File: src/rtl/edge_irq_pkg.sv
// Package: shared default sizes for the edge capture block.
// Assumes nothing beyond the defaults being used by the top module.
package edge_irq_pkg;
    localparam int unsigned LINES_DEF = 24;  // monitored lines
    localparam int unsigned GRP_W_DEF = 8;   // lines per pending group
endpackage

File: src/rtl/edge_irq_detect.sv
// Module: edge_irq_detect
// Finds qualified edges per line by comparing the present level with the
// level one clock earlier. Assumes the levels are already synchronous to clk.
// The first cycle after reset only loads the history and reports nothing.
module edge_irq_detect #(
    parameter int unsigned LINES = 24
) (
    input  logic             clk,
    input  logic             rst_n,
    input  logic [LINES-1:0] lvl,
    input  logic [LINES-1:0] pol,
    input  logic [LINES-1:0] en,
    output logic [LINES-1:0] hit
);
    logic [LINES-1:0] prev_q;
    logic             hist_vld_q;

    // Track every line's previous level, enabled or not.
    always_ff @(posedge clk) begin
        if (!rst_n) begin
            prev_q     <= '0;
            hist_vld_q <= 1'b0;
        end else begin
            prev_q     <= lvl;
            hist_vld_q <= 1'b1;
        end
    end

    // Per-line edge qualification by direction and enable.
    for (genvar i = 0; i < LINES; i++) begin : g_line
        logic rise, fall;
        assign rise   = lvl[i] & ~prev_q[i];
        assign fall   = ~lvl[i] & prev_q[i];
        assign hit[i] = hist_vld_q & en[i] & (pol[i] ? rise : fall);
    end
endmodule

File: src/rtl/edge_irq_store.sv
// Module: edge_irq_store
// Sticky event word, one byte-wide group per generate iteration. A write
// ANDs the group with the data. A new hit is ORed in afterwards, so it wins
// over a clear in the same cycle.
module edge_irq_store #(
    parameter int unsigned LINES = 24,
    parameter int unsigned GRP_W = 8,
    localparam int unsigned NGRP = LINES / GRP_W,
    localparam int unsigned SEL_W = (NGRP > 1) ? $clog2(NGRP) : 1
) (
    input  logic             clk,
    input  logic             rst_n,
    input  logic [LINES-1:0] hit,
    input  logic             we,
    input  logic [SEL_W-1:0] sel,
    input  logic [GRP_W-1:0] wdata,
    output logic [LINES-1:0] word
);
    for (genvar g = 0; g < NGRP; g++) begin : g_grp
        logic sel_me;
        assign sel_me = we && (sel == SEL_W'(g));

        // Hold, clear by write mask, then merge new hits.
        always_ff @(posedge clk) begin
            if (!rst_n)
                word[g*GRP_W +: GRP_W] <= '0;
            else if (sel_me)
                word[g*GRP_W +: GRP_W] <= (word[g*GRP_W +: GRP_W] & wdata)
                                          | hit[g*GRP_W +: GRP_W];
            else
                word[g*GRP_W +: GRP_W] <= word[g*GRP_W +: GRP_W]
                                          | hit[g*GRP_W +: GRP_W];
        end
    end
endmodule

File: src/rtl/edge_irq_summary.sv
// Module: edge_irq_summary
// Reduces the event word to one pending bit per group and one request.
// It is purely combinational from the stored word.
module edge_irq_summary #(
    parameter int unsigned LINES = 24,
    parameter int unsigned GRP_W = 8,
    localparam int unsigned NGRP = LINES / GRP_W
) (
    input  logic [LINES-1:0] word,
    output logic [NGRP-1:0]  pend,
    output logic             req
);
    for (genvar g = 0; g < NGRP; g++) begin : g_or
        assign pend[g] = |word[g*GRP_W +: GRP_W];
    end
    assign req = |pend;
endmodule

File: src/rtl/edge_irq_capture.sv
// Module: edge_irq_capture (top)
// Per-line polarity-selectable edge capture into a sticky, byte-clearable
// event word, with a grouped pending summary and one interrupt request.
// Assumes LINES is a multiple of GRP_W and the inputs are synchronous to clk.
module edge_irq_capture
    import edge_irq_pkg::*;
#(
    parameter int unsigned LINES = LINES_DEF,
    parameter int unsigned GRP_W = GRP_W_DEF,
    localparam int unsigned NGRP = LINES / GRP_W,
    localparam int unsigned SEL_W = (NGRP > 1) ? $clog2(NGRP) : 1
) (
    input  logic             clk,
    input  logic             rst_n,
    input  logic [LINES-1:0] line_lvl,
    input  logic [LINES-1:0] edge_pol,
    input  logic [LINES-1:0] line_en,
    input  logic             clr_we,
    input  logic [SEL_W-1:0] clr_sel,
    input  logic [GRP_W-1:0] clr_data,
    output logic [LINES-1:0] evt_word,
    output logic [NGRP-1:0]  grp_pend,
    output logic             irq
);
    logic [LINES-1:0] hit;

    edge_irq_detect #(.LINES(LINES)) u_detect (
        .clk(clk), .rst_n(rst_n), .lvl(line_lvl), .pol(edge_pol),
        .en(line_en), .hit(hit)
    );

    edge_irq_store #(.LINES(LINES), .GRP_W(GRP_W)) u_store (
        .clk(clk), .rst_n(rst_n), .hit(hit), .we(clr_we), .sel(clr_sel),
        .wdata(clr_data), .word(evt_word)
    );

    edge_irq_summary #(.LINES(LINES), .GRP_W(GRP_W)) u_summary (
        .word(evt_word), .pend(grp_pend), .req(irq)
    );
endmodule

File: config.mk
export PLATFORM = sky130hd
export DESIGN_NAME = edge_irq_capture
export DESIGN_NICKNAME = d
export VERILOG_FILES = /design/src/rtl/edge_irq_pkg.sv /design/src/rtl/edge_irq_detect.sv /design/src/rtl/edge_irq_store.sv /design/src/rtl/edge_irq_summary.sv /design/src/rtl/edge_irq_capture.sv
export SDC_FILE = /design/constraint.sdc
export NUM_CORES = 1
export LEC_CHECK = 0
export BUFFER_PORTS_ARGS = -buffer_cell sky130_fd_sc_hd__buf_2
export CAP_MARGIN = 15
export CORE_ASPECT_RATIO = 0.7
export CORE_UTILIZATION = 40
export CTS_BUF_LIST = sky130_fd_sc_hd__clkbuf_16
export CTS_CLUSTER_DIAMETER = 200
export DETAILED_ROUTE_END_ITERATION = 10
export PLACE_DENSITY = 0.75
export SKIP_CTS_REPAIR_TIMING = 1
export SYNTH_ARGS = -nofsm -noshare
export SYNTH_HDL_FRONTEND = slang
export SYNTH_SLANG_ARGS = --single-unit
File: constraint.sdc
create_clock -name clk -period 1.2 [get_ports clk]
set_input_delay 0.18 -clock clk [delete_from_list [all_inputs] [get_ports clk]]
set_output_delay 0.18 -clock clk [all_outputs]
set_load 0.05 [all_outputs]
**Word-level counts from Yosys, hierarchy flattened**

Cells that the tools add are included.

- Logic and storage cells: 196
- Output and inout port bits: 28
- Register bits after elaboration: 49
- Input port bits: 85

- Muxes and demuxes: 28
- Reduce and logical (&&, ||, !) cells: 8
- Equality and inequality tests: 2
- Bitwise operators: 153

Operator list:

| operator | count |
|---|---|
| bitwise AND 1 bit | 96 |
| inverter 1 bit | 48 |
| bitwise OR 8 bit | 6 |
| two-way mux 1 bit | 25 |
| bitwise AND 8 bit | 3 |
| two-way mux 8 bit | 3 |
| OR reduction 24 bit | 1 |
| OR reduction 8 bit | 3 |
| logical AND 1 bit | 3 |
| == test 2 x 1 -> 1 bit (second input constant) | 1 |
| == test 2 bit (second input constant) | 1 |
| logical NOT 2 bit | 1 |

**Logic depth before layout (Yosys ltp)**

- Depth after elaboration: 6
- Mapped depth: 5
- Depth with buffers taken out: 3

**Modules after synthesis**

From an unflattened synthesis, not the netlist that was laid out.

- Cell total of the unflattened synthesis: 262
- Area, all modules: 2,205.9 sq um

Modules (own cells, without submodules):

| module | cells each | area each (sq um) | times used | sequential area each (sq um) |
|---|---|---|---|---|
| edge_irq_detect | 149 | 1,270.0 | 1 | 500.5 |
| edge_irq_store | 103 | 880.8 | 1 | 480.5 |
| edge_irq_summary | 10 | 55.1 | 1 | 0.0 |

**Worst setup path before layout**

No wires, ideal clock.

- Kind: register -> output
- Start: register u_store.word[6]
- End: output irq
- Buffers on the path: 0
- Cell stages (with the launch flop): 4
- Data arrival time: 1,827 ps
- Setup slack: -807 ps
- Data required time: 1,020 ps
- Cell sequence: dfxtp_1 > nor4_1 > nand2_1 > or3_1

- Word-level cells in the longest chain between the ends: 1

Ends and longest elaborated chain:

| item | line | RTL |
|---|---|---|
| start, declared | edge_irq_store.sv:17 | `output logic [LINES-1:0] word` |
| start signal, assigned by index | edge_irq_store.sv:28 | `word[g*GRP_W +: GRP_W] <= (word[g*GRP_W +: GRP_W] & wdata)` |
| start signal, assigned by index | edge_irq_store.sv:31 | `word[g*GRP_W +: GRP_W] <= word[g*GRP_W +: GRP_W]` |
| OR reduction 24 bit | edge_irq_summary.sv:16 | `assign req = \|pend;` |
| end, declared | edge_irq_capture.sv:23 | `output logic irq` |

Every way passes these cells.

**Worst setup path in the final report**

- Start: register u_store.word[9]
- End: output irq

The elaborated chain is that of the path after synthesis.

==> impl_metrics.env <==
export IMPL_timing_worst_setup_path_type="flip-flop to primary output"
export IMPL_syn_mean_instance_area_um2=8.79
export IMPL_synth_yosys_seq_area_share=0.465
export IMPL_max_stage_delay_ns=0.41
export IMPL_die_y_um=62.8
export IMPL_timing_max_cap_violations=0
export IMPL_setup_worst_path_end_class="primary output"
export IMPL_grt_pass1_wl_mm=9.52
export IMPL_cp_data_required_time_ns=1.02
export IMPL_p_per_area_mw_per_mm2=1250
export IMPL_drt_vias_per_instance=4.89
export IMPL_post_synth_num_cell_types=17
export IMPL_port_buffers=112
export IMPL_routed_wirelength_mm=6.09
export IMPL_holdWs_ns=0.116
export IMPL_grt_setup_unrepaired="yes"
export IMPL_drt_antenna_violating_nets=0
export IMPL_drc=0
export IMPL_design_portCount=113
export IMPL_synthesis_instances=240
export IMPL_clock_tree_root_cell="clkbuf_16"
export IMPL_max_slew_margin_rel=0.769
export IMPL_num_nets_final=471
export IMPL_cts_htree_levels=2
export IMPL_timing_final_crit_share=1.49
export IMPL_syn_area_mm2=0.00211
export IMPL_cts_sinks=49
export IMPL_cts_tree="done"
export IMPL_clock_fmax_mhz=558
export IMPL_routedWlPerCell_um=13.3
export IMPL_mostFrequentLayoutCell="buf_2"
export IMPL_gr_usage_met1=0.302
export IMPL_grt_pass1_vias=2109
export IMPL_placed_cells=447
export IMPL_cp_top_family="simple AND/OR/NAND/NOR gates"
export IMPL_worst_hold_path_type="input port to flip-flop"
export IMPL_globalRouteTotalUtil=0.226
export IMPL_setup_viol_count_final=4
export IMPL_multi_input_comb_area_mm2=0.00120
export IMPL_timing_clock_skew_ns=0.00531
export IMPL_grt_ovfl_total=0
export IMPL_violations="negative setup slack"
export IMPL_status="complete, but fails checks"
export IMPL_arrival_time_at_the_worst_endpoint_ns=1.61
export IMPL_antenna_diode_count=0
export IMPL_worstSetupStartpointType="flip-flop"
export IMPL_use_met2=0.357
export IMPL_cp_num_buf_inv=1
export IMPL_critical_path_peak_fanout=2
export IMPL_power_leakage_nw=1.62
export IMPL_final_seq_area_mm2=0.00104
export IMPL_floorplan_rows=21
export IMPL_most_common_layout_cells="84 x buf_2, 35 x buf_4, 25 x and2_1, 25 x dfxtp_1"
export IMPL_hold_violations=0
export IMPL_pre_cts_ws_ns=-0.319
export IMPL_crit_chain="nor4_4 -> nand2_4 -> or3_4 -> buf_8"
export IMPL_power_ir_vdd_worst_mv=0.980
export IMPL_areaGrowthSynthToFinish_pct=62.2
export IMPL_synth_warning_count=0
export IMPL_dr_pass1_iters=4
export IMPL_gp_congestion=0.773
export IMPL_post_route_util=0.697
export IMPL_critical_path_slowest_cell="or3_4"
export IMPL_drt_first_iter_violations=83
export IMPL_total_negative_setup_slacks_ns=-1.45
export IMPL_layout_filler_cells=387
export IMPL_worst_slew_pin_transition_ns=0.345
export IMPL_timing_max_transition_violations_final=0
export IMPL_final_layout_size_suffix_gt1_frac=0.509
export IMPL_synth_fp_nets=325
export IMPL_setup_slack_ns=-0.593
export IMPL_detailedPlacementHpwl_mm=4.72
export IMPL_start_util=0.430
export IMPL_routed_via_count=2231
export IMPL_synth_ff_latch_count=49
export IMPL_die_width_um=88.8
export IMPL_clock_latency_ns=0.29
export IMPL_grt_antenna_before_repair=0
export IMPL_grt_use_met3=0.0634
export IMPL_core_area_mm2=0.00491
export IMPL_clkTransAtPathRegs_ns=0.07
export IMPL_die_area_mm2=0.00558
export IMPL_cts_root_to_sink_buffers=2
export IMPL_cts_made_buffers=5
export IMPL_layout_min_cycle_time_ns=1.79
export IMPL_fin_cells=456
export IMPL_grt_start_max_net_pins=24
export IMPL_gr_max_usage_layer="met2"
-- registers in the layout, indices dropped and copies added, names as in the netlist --
register and flops:
u_detect.hist_vld_q 1, u_detect.prev_q 24, u_store.word 24
-- power breakdown --
group          internal, W  leakage, nW  switching, W  total, W
Clock             0.000976       0.0775      0.000604   0.00158
Sequential         0.00169        0.418     0.0000518   0.00174
Combinational     0.000442         1.12      0.000509  0.000951
Total              0.00311         1.62       0.00116   0.00427
-- cell usage after synthesis (all sizes together) --
cell,count,area share
a21oi,24,0.057
and2,25,0.074
and3b,24,0.10
buf,6,0.015
clkbuf,3,0.0053
dfxtp,49,0.46
nand2,27,0.048
nand3b,2,0.0071
nor2,24,0.043
nor4,6,0.018
o211ai,24,0.10
o21ai,24,0.057
or3,1,0.0030
or3b,1,0.0042
-- worst paths after layout --
| check | startpoint | to | slack (ns) | depth (start not counted) |
|---|---|---|---|---|
| worst min-delay path | line_lvl[8] | u_detect.prev_q[8] | 0.12 | 2 |
| worst max register to register | u_detect.hist_vld_q | u_store.word[3] | 0.19 | 4 |
| worst min register to register | u_detect.prev_q[6] | u_store.word[6] | 0.52 | 2 |
| worst max-delay path | u_store.word[9] | irq | -0.59 | 4 |
-- kinds of logic after synthesis --
| family | count (synthesis) | synth area share |
|---|---|---|
| and+or+nand+nor | 110 | 0.296 |
| AOI/OAI and AO/OA | 72 | 0.218 |
| buffers and inverters | 9 | 0.0207 |
| DFF | 49 | 0.465 |
-- area by class of cell --
type / instances / share of cell area
clock buffers: 5 / 0.0365
clock inverters: 3 / 0.0121
multi-input cells: 182 / 0.350
flip-flops and latches: 49 / 0.304
well taps: 69 / 0.0252
repair buffers: 148 / 0.272
-- metal layers --
layer  vias up  wire (um)
met5         -          0
met3         6        453
li1       1148          -
met4         0         48
met2        81       2710
met1       996       2880
-- stage by stage --
step	cell area, um^2	total power, W
final	3420	0.00427
after global placement	3150	0.00262
after floorplan	2280	0.00226
after CTS	3320	0.00420
after detailed placement	3150	0.00263
after global routing	3420	0.00444
No activity file was read; power rests on OpenSTA's default activity.
